**src/rtl/hyst_det_pkg.sv**
```systemverilog
package hyst_det_pkg;
  typedef struct packed {
    logic runClr;
    logic runInc;
    logic flip;
  } detStrobes_t;
endpackage

```
**src/rtl/hyst_det_datapath.sv**
```systemverilog
module hyst_det_datapath
  import hyst_det_pkg::*;
#(
  parameter int SAMPLE_W = 16,
  parameter int CNT_W = 8
) (
  input  logic                       clk,
  input  logic                       rstN,
  input  detStrobes_t                strobes,
  input  logic signed [SAMPLE_W-1:0] sampleValue,
  input  logic signed [SAMPLE_W-1:0] setLevel,
  input  logic signed [SAMPLE_W-1:0] clearLevel,
  input  logic        [CNT_W-1:0]    runLen,
  output logic                       qualify,
  output logic                       atLimit,
  output logic                       detected
);
  localparam logic [CNT_W-1:0] RUN_MAX = {CNT_W{1'b1}};

  logic [CNT_W-1:0] runCount;
  logic aboveSet;
  logic belowClear;

  always_comb begin
    aboveSet   = sampleValue > setLevel;
    belowClear = sampleValue < clearLevel;
    qualify    = detected ? belowClear : aboveSet;
    atLimit    = runCount >= runLen;
  end

  always_ff @(posedge clk) begin
    if (!rstN) begin
      runCount <= '0;
    end else if (strobes.runClr) begin
      runCount <= '0;
    end else if (strobes.runInc && runCount != RUN_MAX) begin
      runCount <= runCount + CNT_W'(1);
    end
  end

  always_ff @(posedge clk) begin
    if (!rstN) begin
      detected <= 1'b0;
    end else if (strobes.flip) begin
      detected <= ~detected;
    end
  end


  rise_needs_above_set_chk: assert property (@(posedge clk) disable iff (!rstN)
    $rose(detected) |-> ($past(sampleValue) > $past(setLevel)));


  fall_needs_below_clear_chk: assert property (@(posedge clk) disable iff (!rstN)
    $fell(detected) |-> ($past(sampleValue) < $past(clearLevel)));
endmodule

```
**src/rtl/hyst_det_control.sv**
```systemverilog
module hyst_det_control
  import hyst_det_pkg::*;
(
  input  logic        clk,
  input  logic        rstN,
  input  logic        sampleValid,
  input  logic        qualify,
  input  logic        atLimit,
  input  logic        eventClear,
  output detStrobes_t strobes,
  output logic        eventFlag
);
  always_comb begin
    strobes = '0;
    if (sampleValid) begin
      if (!qualify) begin
        strobes.runClr = 1'b1;
      end else if (atLimit) begin
        strobes.flip   = 1'b1;
        strobes.runClr = 1'b1;
      end else begin
        strobes.runInc = 1'b1;
      end
    end
  end

  always_ff @(posedge clk) begin
    if (!rstN) begin
      eventFlag <= 1'b0;
    end else if (strobes.flip) begin
      eventFlag <= 1'b1;
    end else if (eventClear) begin
      eventFlag <= 1'b0;
    end
  end


  flag_drop_needs_clear_chk: assert property (@(posedge clk) disable iff (!rstN)
    $fell(eventFlag) |-> $past(eventClear));
endmodule

```
**src/rtl/hyst_detector.sv**
```systemverilog
module hyst_detector
  import hyst_det_pkg::*;
#(
  parameter int SAMPLE_W = 16,
  parameter int CNT_W = 8
) (
  input  logic                       clk,
  input  logic                       rstN,
  input  logic                       sampleValid,
  input  logic signed [SAMPLE_W-1:0] sampleValue,
  input  logic signed [SAMPLE_W-1:0] setLevel,
  input  logic signed [SAMPLE_W-1:0] clearLevel,
  input  logic        [CNT_W-1:0]    runLen,
  input  logic                       irqEnable,
  input  logic                       eventClear,
  output logic                       detected,
  output logic                       eventFlag,
  output logic                       irq
);
  detStrobes_t strobes;
  logic qualify;
  logic atLimit;

  hyst_det_datapath #(.SAMPLE_W(SAMPLE_W), .CNT_W(CNT_W)) u_datapath (
    .clk(clk), .rstN(rstN), .strobes(strobes), .sampleValue(sampleValue),
    .setLevel(setLevel), .clearLevel(clearLevel), .runLen(runLen),
    .qualify(qualify), .atLimit(atLimit), .detected(detected)
  );

  hyst_det_control u_control (
    .clk(clk), .rstN(rstN), .sampleValid(sampleValid), .qualify(qualify),
    .atLimit(atLimit), .eventClear(eventClear), .strobes(strobes),
    .eventFlag(eventFlag)
  );

  assign irq = eventFlag & irqEnable;


  change_only_on_sample_chk: assert property (@(posedge clk) disable iff (!rstN)
    (detected != $past(detected)) |-> $past(sampleValid));


  change_sets_flag_chk: assert property (@(posedge clk) disable iff (!rstN)
    (detected != $past(detected)) |-> eventFlag);
endmodule

```
**config.mk**
```make
export PLATFORM = sky130hd
export DESIGN_NAME = hyst_detector
export DESIGN_NICKNAME = d
export VERILOG_FILES = /design/src/rtl/hyst_det_pkg.sv /design/src/rtl/hyst_det_datapath.sv /design/src/rtl/hyst_det_control.sv /design/src/rtl/hyst_detector.sv
export SDC_FILE = /design/constraint.sdc
export NUM_CORES = 1
export LEC_CHECK = 0
export ABC_CLOCK_PERIOD_IN_PS = 9400
export BUFFER_PORTS_ARGS = -buffer_cell sky130_fd_sc_hd__clkbuf_2
export CORE_UTILIZATION = 50
export CTS_CLUSTER_DIAMETER = 100
export CTS_CLUSTER_SIZE = 14
export DETAILED_ROUTE_END_ITERATION = 7
export GPL_TIMING_DRIVEN = 0
export PLACE_DENSITY_LB_ADDON = 0.3
export SLEW_MARGIN = 20
export SYNTH_ARGS = -nofsm -noshare
export SYNTH_HDL_FRONTEND = slang
export SYNTH_SLANG_ARGS = --single-unit
```
**constraint.sdc**
```tcl
create_clock -name clk -period 9.4 [get_ports clk]
set_input_delay 1.88 -clock clk [delete_from_list [all_inputs] [get_ports clk]]
set_output_delay 1.88 -clock clk [all_outputs]
set_load 0.01 [all_outputs]
```
After elaboration in Yosys (flattened, before gate mapping)
Index checks and enable logic that the tools add are counted.
W data, S select, Z words.
{"block": "classes", "add_sub_neg": 1, "multipliers": 0, "n_div": 0, "order_cmp": 3, "n_eq_ne": 1, "shifts": 0, "n_mux": 8, "n_bitwise": 3, "n_reduce_logical": 3}
{"cell": "$gt A16 B16 Y1", "count": 1}
{"cell": "$lt A16 B16 Y1", "count": 1}
{"cell": "$add A8 B1 Y8 const B", "count": 1}
{"cell": "$ge A8 B8 Y1", "count": 1}
{"cell": "$ne A8 B8 Y1 const B", "count": 1}
{"cell": "$mux W1", "count": 6}
{"cell": "$mux W3", "count": 1}
{"cell": "$mux W2", "count": 1}
{"cell": "$not A1 Y1", "count": 2}
{"cell": "$reduce_bool A2 Y1", "count": 1}
{"cell": "$reduce_or A2 Y1", "count": 1}
{"cell": "$and A1 B1 Y1", "count": 1}
{"cell": "$logic_and A1 B1 Y1", "count": 1}
{"block": "word_totals", "register_bits": 10, "latchBits": 0, "mem_bits_rw": 0, "romBits": 0, "in_bits": 61, "mem_count": 0}

Depth between registers and ports, before layout
Gate-level depths: netlist of the first run.
{"block": "depth", "word_depth": 5, "depth_mapped": 10, "mapped_depth_nobuf": 10}

By module
A second synthesis of the first run with hierarchy kept.
{"block": "unflattened", "hier_cells": 189, "hier_area_um2": 1466.4}
{"mod": "hyst_det_datapath", "instances": 1, "cells_each": 181, "area_each_um2": 1396.3, "seq_area_each_um2": 180.2}
{"mod": "hyst_det_control", "instances": 1, "cells_each": 7, "area_each_um2": 63.8, "seq_area_each_um2": 20.0}
{"mod": "hyst_detector", "instances": 1, "cells_each": 1, "area_each_um2": 6.3, "seq_area_each_um2": 0.0}

Worst setup path after synthesis of the first run
Ideal clock, no wire load.
{"block": "synth_timing", "path_type": "input port to flip-flop", "startpoint": "input clearLevel[1]", "endpoint": "register u_datapath.runCount[5]", "t_arrival_ns": 4.200, "required_time_ns": 9.285, "slack_ns": 5.085, "path_stages": 9, "cell_sequence": "inv_1 > ha_1 > a2111o_1 > a311o_1 > a211oi_2 > mux2i_1 > a21boi_1 > o21ai_0 > o21ba_1"}
{"block": "synth_between", "elab_chain_cells": 5, "word_cells_on_any_way": 7, "cone_classes": "order compare (1); mux (4); reduce/logical (2)"}
{"item": "start: declaration", "line": "hyst_detector.sv:12", "source": "input logic signed [SAMPLE_W-1:0] clearLevel,"}
{"item": "$lt A16 B16 Y1 *", "line": "hyst_det_datapath.sv:26", "source": "belowClear = sampleValue < clearLevel;"}
{"item": "$mux W1 *", "line": "hyst_det_datapath.sv:27", "source": "qualify = detected ? belowClear : aboveSet;"}
{"item": "$mux W1 or $mux W2 (tied branches)", "line": "hyst_det_control.sv:16", "source": "if (!qualify) begin"}
{"item": "$mux W3 *", "line": "hyst_det_control.sv:15", "source": "if (sampleValid) begin"}
{"item": "$reduce_or A2 Y1 (no source line) or $logic_and A1 B1 Y1 (tied branches)"}
{"item": "end signal: assignment", "line": "hyst_det_datapath.sv:37", "source": "runCount <= runCount + CNT_W'(1);"}
{"item": "end: declaration", "line": "hyst_det_datapath.sv:20", "source": "logic [CNT_W-1:0] runCount;"}
Mark *: on every way between the ends. The rest lies on a longest branch, timed or not.
A chain may end at the register's enable or synchronous reset.

Worst setup path after layout of the first run
{"block": "layout_timing", "startpoint": "input sampleValue[7]", "endpoint": "register u_datapath.runCount[5]"}
{"block": "layout_between", "elab_chain_cells": 5, "word_cells_on_any_way": 8, "cone_classes": "order compare (2); mux (4); reduce/logical (2)"}
{"item": "start: declaration", "line": "hyst_detector.sv:10", "source": "input logic signed [SAMPLE_W-1:0] sampleValue,"}
{"item": "$gt A16 B16 Y1 or $lt A16 B16 Y1 (tied branches)", "line": "hyst_det_datapath.sv:25, hyst_det_datapath.sv:26"}
{"item": "$mux W1 *", "line": "hyst_det_datapath.sv:27"}
{"item": "$mux W1 or $mux W2 (tied branches)", "line": "hyst_det_control.sv:16"}
{"item": "$mux W3 *", "line": "hyst_det_control.sv:15"}
{"item": "$reduce_or A2 Y1 (no source line) or $logic_and A1 B1 Y1 (tied branches)"}
Marks and branches as above.

==> summary.txt, run 1 <==
Worst setup path
  – R2r setup slk: 6.81 ns
  – R2R cell count: 10
  – Worst setup SP type: input pin
  – CP endpoint kind: flip-flop
  – Data required, critical path: approximately 9.6 ns
  – Kind of critical path: input pin to flip-flop
  – Worst EP arrival: 4.71 ns
  – Crit Path Max Fanout: 6

STA
  – Final Setup Violations: 0
  – PnR worst setup slack: 4.85 ns
  – Fin crit share: 48.4%
  – Clk_skew: about 0.0014 ns
  – Final Max Slew Viols: 0
  – Fmax: 220 MHz
  – Setup_tns: 0 ns
  – Worst slew pin tran: ~0.74 ns
  – Final min period: 4.55 ns
  – Setup repair after global routing missed its margin: no
  – Final hold violations: 0
  – Max_slew headroom: 49.8%

Synthesis
  – Register bit count reported by yosys: 10
  – Synth Flop Type: dfxtp_1
  – FFs w/ async S/R, synth: 0%
  – Top-count cell post-synth: inv_1
  – Synth area leader: ha_1
  – EDFF count, synth: 0
  – Synthesized Nets: 292
  – Proportion of synthesized chip area in sequential cells: 13.4%
  – Syn Area/Cell: roughly 7.8 um^2
  – Synth cell types: 38
  – Most instantiated cells after synthesis: inv_1, ha_1, a21oi_1, dfxtp_1
  – Synth Cell Area: 1490 um^2
  – Post-Syn Instances: 191
  – Synth area leaders: ha_1, dfxtp_1, inv_1
  – Area share of the leading cell type in the synthesized netlist: 33.5%
  – Synth warnings: 0

Layout
  – Layout cells sized above 1: 27.5%
  – Area delta synth->final: 26.2%
  – Total Nets Final: 360
  – N_diodes: 0
  – Final Core Density: 67.7%

Placed design
  – Worst slack, placed: between 4 and 5 ns
  – GPL Wtd Cong: 0.831
  – Port bufs: 63
  – Hpwl dp: 2820 um

Power and ir drop
  – Switch Pwr: 0.0430 mW
  – Net Sw Frac: a little under a third
  – Comb power frac: 40.6%
  – Power Density: 73.6 nW/um^2
  – Reg power frac: 31.8%
  – Internal power: 0.0955 mW
  – Worst IR Drop VDD: 70.8 uV
  – Leakage power: 1.15 nW
  – Clock share of power: 27.6%

Global routing
  – Vias in the first global route: 1372
  – Total track usage: 20.7%
  – Initial antenna violation count: 0
  – GRT Residual Overflow: 0
  – Global-route wire length before repair: approximately 5400 um
  – Largest net degree at the start of global routing: 8

Clock tree
  – Max clock buf depth: 2
  – TritonCTS clock tree: built
  – Root buffer cell: clkbuf_4
  – Post-cts gate resize count: 0
  – Clock slew at reported path FFs: roughly 0.06 ns
  – Post-CTS Hold Fix Bufs: 0
  – Clk_lat worst skew: 0.27 ns
  – H-tree lvl count: 1
  – # clock sinks: 10
  – Post-CTS Setup Bufs: 0
  – CTS buffer count: 3

Floorplanning
  – Die height: 56.6 um
  – Cell Rows: 19
  – Initial Utilization: 53.7%
  – Die area: 3210 um^2
  – Die W: between 50 and 60 um
  – Core area: 2780 um^2
  – IO Count: 64

Routing
  – Routed vias/inst: 5.16
  – Routed WL: between 3000 and 4000 um
  – DRT antenna net count: 0
  – DR pass1 iterations: 4
  – Routed wire per std cell: about 11 um
  – 1st-iter DRT viols: 47
  – # DRC: 0
  – Vias: 1490

Run
  – Max-cap viol count: 0

Min path
  – Worst hold stages: 2
  – Worst hold path type: flip-flop to flip-flop

Outcome
  – Outcome: complete, no violations
placed cells by master, fill, tap and decap left out, drive strengths merged, types with 3 or more instances in the layout:
master  count
a211o       4
a21o        7
a21oi      14
clkbuf     67
dfxtp      10
ha         40
inv        41
nand2       9
nand2b      4
nand3       6
nand4       5
nor2        9
nor4        3
o21ai       8
xnor2       4
final cells by class:
cell class	count	area, um^2
inverter	41	154
clock buffer	4	36.3
sequential	10	200
tap	31	38.8
multi-input combinational	140	1140
timing repair buffer	63	315
fill	243	898
final timing paths:
kind | start | to
min reg2reg | u_control.eventFlag | u_control.eventFlag
max | sampleValue[7] | u_datapath.runCount[5]
max reg2reg | u_datapath.runCount[0] | u_datapath.runCount[3]
min | u_control.eventFlag | u_control.eventFlag
metal layers:
layer | up-vias | GRT usage [%] | routed length, um
met5 | - | 0 | 0
met4 | 0 | 4.18 | 8
met3 | 3 | 3.92 | 165
met2 | 41 | 36.0 | 1430
met1 | 631 | 26.6 | 1570
li1 | 815 | - | -
power by group through the flow:
stage | combinational (mW) | clock [mW] | sequential, mW
6_report | 0.0562 | 0.0383 | 0.0440
5_1_grt | 0.0649 | 0.0416 | 0.0442
4_1_cts | 0.0564 | 0.0392 | 0.0441
3_5_place_dp | 0.0559 | 0 | 0.0451
3_3_place_gp | 0.0541 | 0 | 0.0450
2_1_floorplan | 0.0346 | 0 | 0.0448
flip-flops by register name, indices dropped and copies added, names as in the netlist:
name                 cells
u_datapath.detected      1
u_control.eventFlag      1
u_datapath.runCount      8
worst max-delay path: stages:
cell and delay, ns:
clkbuf_2 0.10, ha_1 0.32, a21oi_1 0.20, nand2_1 0.10
a311o_1 0.34, a211oi_2 0.25, mux2i_1 0.49, a21boi_1 0.17
o21ai_0 0.62, o21ba_1 0.23
metrics by stage:
| stage | power [mW] | area (um^2) | hold slack, ns | instances |
|---|---|---|---|---|
| 2_1_floorplan | 0.0794 | 1490 | 0.507 | 191 |
| 3_3_place_gp | 0.0991 | 1850 | 0.483 | 285 |
| 3_5_place_dp | 0.101 | 1850 | 0.495 | 285 |
| 4_1_cts | 0.140 | 1880 | 0.504 | 289 |
| 5_1_grt | 0.151 | 1880 | 0.568 | 289 |
| 6_report | 0.139 | 1880 | 0.496 | 289 |
cell families (layout without fill, tap and decap cells):
kind of cell	after synthesis	count (layout)	synth area share (%)
xor gates and xnor gates	4	4	2.35
muxes	3	3	2.10
and+or+nand+nor	44	44	15.1
adders and majority gates	40	40	33.5
buffers and inverters	41	108	10.3
DFF	10	10	13.4
AOI/OAI and AO/OA	49	49	23.2
Power figures use the tool's default switching activity.
==> inputs of run 2 (changes only) <==
ABC_AREA = 1   (was default)
ABC_CLOCK_PERIOD_IN_PS = 3990   (was 9400)
CORE_UTILIZATION = 45   (was 50)
clock period = 3.99 ns   (was 9.4 ns; I/O delays follow)
==> summary.txt, run 2 <==
Outcome
  – Outcome: finished, violations left
  – Failing checks: design-rule violations

Synthesis
  – Synth area leader: ha_1
  – Most instantiated cells after synthesis: inv_1, nand2_1, ha_1, nor2_1, a21oi_1
  – FFs w/ async S/R, synth: 0% (unchanged)
  – Synth warnings: 0 (unchanged)
  – Synth Cell Area: 1710 um^2 (+15%)
  – Synth cell types: 27 (-29%)
  – Post-Syn Instances: 271 (+42%)
  – Syn Area/Cell: 6.32 um^2 (-19%)
  – Area share of the leading cell type in the synthesized netlist: 29.2% (-4.3 points)
  – EDFF count, synth: 0 (unchanged)
  – Register bit count reported by yosys: 10 (unchanged)
  – Synthesized Nets: 372 (+27%)
  – Synth Flop Type: dfxtp_1
  – Synth area leaders: ha_1, inv_1, nand2_1
  – Top-count cell post-synth: inv_1
  – Proportion of synthesized chip area in sequential cells: 11.7% (-1.7 points)

Worst setup path
  – CP endpoint kind: flip-flop
  – Worst EP arrival: 2.62 ns (-2.09 ns)
  – Worst setup SP type: input pin
  – Crit Reg-Reg Startpoint: u_datapath.runCount[5]
  – Worst Setup SP: setLevel[15]
  – Worst stage delay on the critical path: 0.33 ns (-0.29 ns)
  – Top cell by count, worst path: nand2_1
  – Crit Path Max Fanout: 8 (+2)
  – R2r setup slk: 1.91 ns (-4.90 ns)
  – Slowest stage cell on the critical path: ha_1
  – Family with the most delay on the worst path: simple AND/OR/NAND/NOR gates
  – Data required, critical path: 4.13 ns (-5.43 ns)
  – Reg2reg end: u_datapath.runCount[6]
  – Kind of critical path: input pin to flip-flop
  – Crit path capture: u_datapath.runCount[6]
  – Stages on worst setup path: 18 (+8)
  – R2R cell count: 10 (unchanged)
  – Cell Chain, Critical Path: clkbuf_2 -> inv_1 -> ha_1 -> nand2_2 -> nor2_4 -> nand2_2 -> nor2_2 -> nand2_1 -> nand3_1 -> nand2_1 -> nand2_1 -> nand2_2 -> nand2_4 -> nand2_1 -> nor2_4 -> nand4_1 -> nand2_1 -> nor2_1
  – Bufs and invs on worst path: 2 (+1)

Routing
  – Routed vias/inst: 4.61 (-11%)
  – DRT antenna net count: 0 (unchanged)
  – Top Layer Used: met4
  – DR pass1 iterations: 6 (+2)
  – Met3 WL post-DR: 139 um (-16%)
  – # DRC: 1 (+1)
  – Routed WL: 3420 um (+7.6%)
  – Routed wire per std cell: 8.87 um (-19%)
  – 1st-iter DRT viols: 55 (+17%)
  – Wire length on met1: 1680 um (+7.2%)
  – Vias: 1773 (+19%)
  – Metal2 WL: 1580 um (+9.9%)

Power and ir drop
  – Worst IR Drop VDD: 93.1 uV (+32%)
  – Net Sw Frac: 36.2% (+5.2 points)
  – Total power: 0.388 mW (+180%)
  – Power Density: 182 nW/um^2 (+150%)
  – Reg power frac: 28.2% (-3.6 points)
  – Internal power: 0.248 mW (+160%)
  – Leakage power: 1.31 nW (+14%)
  – Comb power frac: 43.6% (+3.0 points)
  – Clock share of power: 28.2% (+0.6 points)
  – Switch Pwr: 0.141 mW (+230%)

Clock tree
  – CTS buffer count: 3 (unchanged)
  – Root buffer cell: clkbuf_8
  – Clock slew at reported path FFs: 0.05 ns (about the same)
  – Post-CTS Hold Fix Bufs: 0 (unchanged)
  – # clock sinks: 10 (unchanged)
  – Clk_lat worst skew: 0.24 ns (-0.03 ns)
  – Post-CTS Setup Bufs: 0 (unchanged)
  – Post-cts gate resize count: 0 (unchanged)
  – H-tree lvl count: 1 (unchanged)
  – TritonCTS clock tree: built
  – Max clock buf depth: 2 (unchanged)

Layout
  – Max reg flops: 8 (unchanged)
  – Total Nets Final: 440 (+22%)
  – Reg area: 200 um^2 (unchanged)
  – Top reg by flops: u_datapath.runCount
  – Final Core Density: 58.1% (-9.6 points)
  – Multi-input gate area: 1250 um^2 (+9.7%)
  – Most frequent cells in the layout: inv_1, clkbuf_2, nand2_1, ha_1, nor2_1
  – Layout cells sized above 1: 25.2% (-2.3 points)
  – N_diodes: 0 (unchanged)
  – Area delta synth->final: 24.3%
  – Layout fillers: 376 (+55%)
  – Top flop regs: u_datapath.runCount x8, u_control.eventFlag x1, u_datapath.detected x1

STA
  – Final min period: 2.48 ns
  – Max_slew headroom: 65.3% (+15 points)
  – Fmax: 404 MHz
  – Final Setup Violations: 0 (unchanged)
  – Setup_tns: 0 ns (unchanged)
  – Fin crit share: 62.1%
  – Worst slew pin tran: 0.521 ns (-0.224 ns)
  – Hold_ws: 0.478 ns (-0.0185 ns)
  – Clk_skew: 0.00273 ns (+0.00131 ns)
  – Final hold violations: 0 (unchanged)
  – Setup repair after global routing missed its margin: no
  – Final Max Slew Viols: 0 (unchanged)

Placed design
  – GPL Wtd Cong: 0.886 (+6.5%)
  – Hpwl dp: 3070 um (+8.9%)
  – Port bufs: 63 (unchanged)

Floorplanning
  – Die area: 4050 um^2 (+26%)
  – Die height: 63.7 um (+12%)
  – IO Count: 64 (unchanged)
  – Initial Utilization: 46.8% (-6.9 points)
  – Cell Rows: 22 (+3)
  – Core area: 3660 um^2 (+32%)
  – Die W: 63.7 um (+12%)

Min path
  – Worst hold path type: flip-flop to flip-flop
  – Worst hold stages: 2 (unchanged)

Global routing
  – Largest net degree at the start of global routing: 11 (+3)
  – Total track usage: 18.6% (-2.2 points)
  – Global-route wire length before repair: 6130 um (+13%)
  – Initial antenna violation count: 0 (unchanged)
  – GRT Residual Overflow: 0 (unchanged)
  – Vias in the first global route: 1519 (+11%)

Run
  – Max-cap viol count: 0 (unchanged)
[run 2: cell types whose count changed after synthesis, sizes merged, moves of 3 or more]
| cell | delta |
|---|---|
| nand2 | +55 |
| inv | +28 |
| nor2 | +26 |
| nand4 | +10 |
| a21o | -7 |
| o21ai | -5 |
| a211o | -4 |
| nand2b | -4 |
| nor4 | -3 |
[run 2: per-layer routing]
metal / global-route usage [%] / vias up
met1: 23.3 / 740
met4: 5.11 / 0
li1: - / 983
met5: 0 / -
met2: 33.2 / 47
met3: 1.63 / 3
[run 2: how the worst min path moves through the flow]
stage	start	slack [ns]	end
final	u_control.eventFlag	0.48	u_control.eventFlag
after global routing	u_control.eventFlag	0.52	u_control.eventFlag
after CTS	u_control.eventFlag	0.48	u_control.eventFlag
after detailed placement	u_control.eventFlag	0.48	u_control.eventFlag
after global placement	u_control.eventFlag	0.48	u_control.eventFlag
after floorplan	u_datapath.runCount[3]	0.49	u_datapath.runCount[3]
[run 2: area by class of cell]
cell class,count,share of cell area [%]
inverters,69,12.2
multi-input cells,191,58.7
flip-flops and latches,10,9.41
repair buffers,63,14.8
clock buffers,3,1.94
well taps,48,2.82
plain buffers,1,0.176
[run 2: power by group through the flow]
stage          sequential, mW  combinational [mW]  clock, mW
3_5_place_dp            0.111               0.172          0
5_1_grt                 0.110               0.200      0.115
2_1_floorplan           0.110               0.117          0
3_3_place_gp            0.111               0.167          0
6_report                0.110               0.169      0.109
4_1_cts                 0.109               0.172      0.112
[run 2: worst min-delay path: stages (launching register included)]
cell	delay, ns
dfxtp_1	0.32
nand2_1	0.06
a21oi_1	0.05
[run 2: per-stage QoR]
step / instances / instance area (um^2) / worst slack, ns
finish: 385 / 2130 / 1.51
floorplan: 271 / 1710 / 1.59
global route: 385 / 2130 / 1.21
detailed placement: 382 / 2090 / 1.24
CTS: 385 / 2130 / 1.50
global placement: 382 / 2090 / 1.29
[run 2: cell families (layout without fill, tap and decap cells)]
logic type	after synthesis	in the layout	share of synthesized area (%)
simple gates	127	127	35.2
compound gates	22	22	7.53
flops	10	10	11.7
buf+inv	70	136	15.4
xor+xnor	2	2	1.02
fa+ha+maj	40	40	29.2
==> inputs of run 3 (changes only) <==
ABC_CLOCK_PERIOD_IN_PS = 2200   (was 3990)
clock period = 2.2 ns   (was 3.99 ns; I/O delays follow)
==> summary.txt, run 3 (synthesis results as in run 2) <==
Outcome
  – Outcome: finished, violations left
  – Failing checks: design-rule violations

Worst setup path
  – Crit Path Max Fanout: 8 (unchanged)
  – CP endpoint kind: flip-flop
  – R2r setup slk: 0.19 ns (-1.72 ns)
  – Cell Chain, Critical Path: clkbuf_2 -> ha_4 -> nand2_2 -> nor2_4 -> nand2_2 -> nor2_4 -> nand2_2 -> nand3_2 -> nand2_1 -> nand2_1 -> nand2_2 -> nand2_4 -> nand2_4 -> nor2_4 -> nand4_1 -> nand2_1 -> nor2_1
  – Worst Setup SP: sampleValue[13]
  – Worst setup SP type: input pin
  – Data required, critical path: 2.34 ns (-1.79 ns)
  – Crit path capture: u_datapath.runCount[6]
  – Reg2reg end: u_datapath.runCount[6]
  – Worst EP arrival: 2.20 ns (-0.42 ns)
  – Worst stage delay on the critical path: 0.27 ns (-0.06 ns)
  – R2R cell count: 10 (unchanged)
  – Top cell by count, worst path: nand2_2
  – Slowest stage cell on the critical path: ha_4
  – Crit Reg-Reg Startpoint: u_datapath.runCount[5]
  – Kind of critical path: input pin to flip-flop

Layout
  – N_diodes: 0 (unchanged)
  – Reg area: 200 um^2 (unchanged)
  – Top reg by flops: u_datapath.runCount
  – Multi-input gate area: 1390 um^2 (+12%)
  – Top flop regs: u_datapath.runCount x8, u_control.eventFlag x1, u_datapath.detected x1
  – Most frequent cells in the layout: clkbuf_2, inv_1, nand2_1, ha_1, nor2_1
  – Commonest non-fill, non-tap cell in the layout: clkbuf_2
  – Layout cells sized above 1: 31.6% (+6.3 points)
  – Total Nets Final: 442 (+0.45%)
  – Max reg flops: 8 (unchanged)
  – Layout fillers: 366 (-2.7%)
  – Area delta synth->final: 34.1%

Global routing
  – Total track usage: 18.6% (unchanged)
  – Largest net degree at the start of global routing: 11 (unchanged)
  – Vias in the first global route: 1519 (unchanged)
  – Initial antenna violation count: 0 (unchanged)
  – GRT Residual Overflow: 0 (unchanged)
  – Global-route wire length before repair: 6130 um (unchanged)

STA
  – Max_slew headroom: 65.0% (-0.23 points)
  – Final hold violations: 0 (unchanged)
  – Worst slew pin tran: 0.524 ns (+0.00344 ns)
  – Fmax: approximately 490 MHz
  – Final Setup Violations: 0 (unchanged)
  – Setup repair after global routing missed its margin: yes
  – Final Max Slew Viols: 0 (unchanged)
  – Hold_ws: 0.438 ns (-0.0403 ns)
  – Final min period: 2.06 ns
  – Fin crit share: 93.7%
  – Clk_skew: 0.000759 ns (-0.00198 ns)

Routing
  – DR pass1 iterations: 6 (unchanged)
  – # DRC: 1 (unchanged)
  – DRT antenna net count: 0 (unchanged)
  – 1st-iter DRT viols: 58 (+5.5%)
  – Routed vias/inst: 4.67 (+1.4%)
  – Vias: 1808 (+2.0%)
  – Routed WL: 3700 um (+8.4%)
  – Routed wire per std cell: 9.57 um (+7.8%)

Floorplanning
  – Initial Utilization: 46.8% (unchanged)
  – Core area: 3660 um^2 (unchanged)
  – Die W: 63.7 um (unchanged)
  – Die area: 4050 um^2 (unchanged)
  – IO Count: 64 (unchanged)
  – Die height: 63.7 um (unchanged)
  – Cell Rows: 22 (unchanged)

Placed design
  – Port bufs: 63 (unchanged)
  – Hpwl dp: 3070 um (unchanged)
  – GPL Wtd Cong: 0.886 (unchanged)

Run
  – Max-cap viol count: 0 (unchanged)

Clock tree
  – Clock slew at reported path FFs: 0.05 ns (about the same)
  – Root buffer cell: clkbuf_8
  – Clk_lat worst skew: 0.24 ns (about the same)
  – CTS buffer count: 3 (unchanged)
  – H-tree lvl count: 1 (unchanged)
  – Max clock buf depth: 2 (unchanged)
  – TritonCTS clock tree: built
  – # clock sinks: 10 (unchanged)
  – Post-CTS Hold Fix Bufs: 0 (unchanged)

Power and ir drop
  – Leakage power: 1.33 nW (+1.6%)
  – Total power: 0.751 mW (+93%)
  – Power Density: 327 nW/um^2 (+79%)
  – Worst IR Drop VDD: 171 uV (+84%)

Min path
  – Worst hold path type: input pin to flip-flop
==> run 3: cell count changes in the layout (fill, tap and decap cells not counted), moves of 2 or more <==
cell     previous run  this run
inv_2               6         9
nor2_4              2         4
nand2_4             1         3
ha_4                0         7
ha_1               40        33
buf_4               0         2
inv_1              63        60
nand2_2             3         6
nand2_1            60        55
==> run 3: stage by stage <==
step | util [%] | instances | instance area, um^2 | TNS, ns | setup WS (ns)
2_1_floorplan | - | 271 | 1710 | 0 | 0.158
3_3_place_gp | 57.0 | 382 | 2090 | -1.11 | -0.146
3_5_place_dp | 57.0 | 382 | 2090 | -1.38 | -0.188
4_1_cts | 58.1 | 385 | 2130 | 0 | 0.0658
5_1_grt | 62.7 | 387 | 2290 | -0.0320 | -0.0248
6_report | 62.7 | 387 | 2290 | 0 | 0.138
==> run 3: per-layer routing <==
layer | track usage, % | share of wire, % | vias up
li1 | - | - | 989
met1 | 23.3 | 47 | 771
met2 | 33.2 | 49 | 45
met3 | 1.63 | 3.2 | 3
met4 | 5.11 | 0.51 | 0
met5 | 0 | 0 | -
==> run 3: layout make-up <==
type	instances	area share (%)
well taps	48	2.62
plain buffers	1	0.164
multi-input cells	191	60.7
inverters	69	11.3
flip-flops and latches	10	8.72
repair buffers	65	14.7
clock buffers	3	1.80
==> run 3: worst min path at each step <==
stage | start | to | slack (ns) | cells past startpoint
floorplan | u_datapath.runCount[3] | u_datapath.runCount[3] | 0.49 | 2
global placement | u_control.eventFlag | u_control.eventFlag | 0.48 | 2
detailed placement | u_control.eventFlag | u_control.eventFlag | 0.48 | 2
CTS | rstN | u_datapath.detected | 0.44 | 3
global route | rstN | u_datapath.detected | 0.45 | 3
finish | rstN | u_datapath.detected | 0.44 | 3
==> run 3: power by group <==
part / internal [mW] / switching (mW)
Clock: 0.120 / 0.0780
Sequential: 0.189 / 0.00952
Combinational: 0.164 / 0.190
Total: 0.473 / 0.277
==> run 3: repair_timing <==
item                       4_1_cts  5_1_grt
buffers inserted                 0        2
setup endpoints to repair        0        8
gates resized for setup          0       28
==> run 3: critical path, delay by kind of cell <==
| kind | cells | cell delay, ns |
|---|---|---|
| fa+ha+maj | 1 | 0.27 |
| buf+inv | 1 | 0.12 |
| simple gates | 15 | 1.37 |
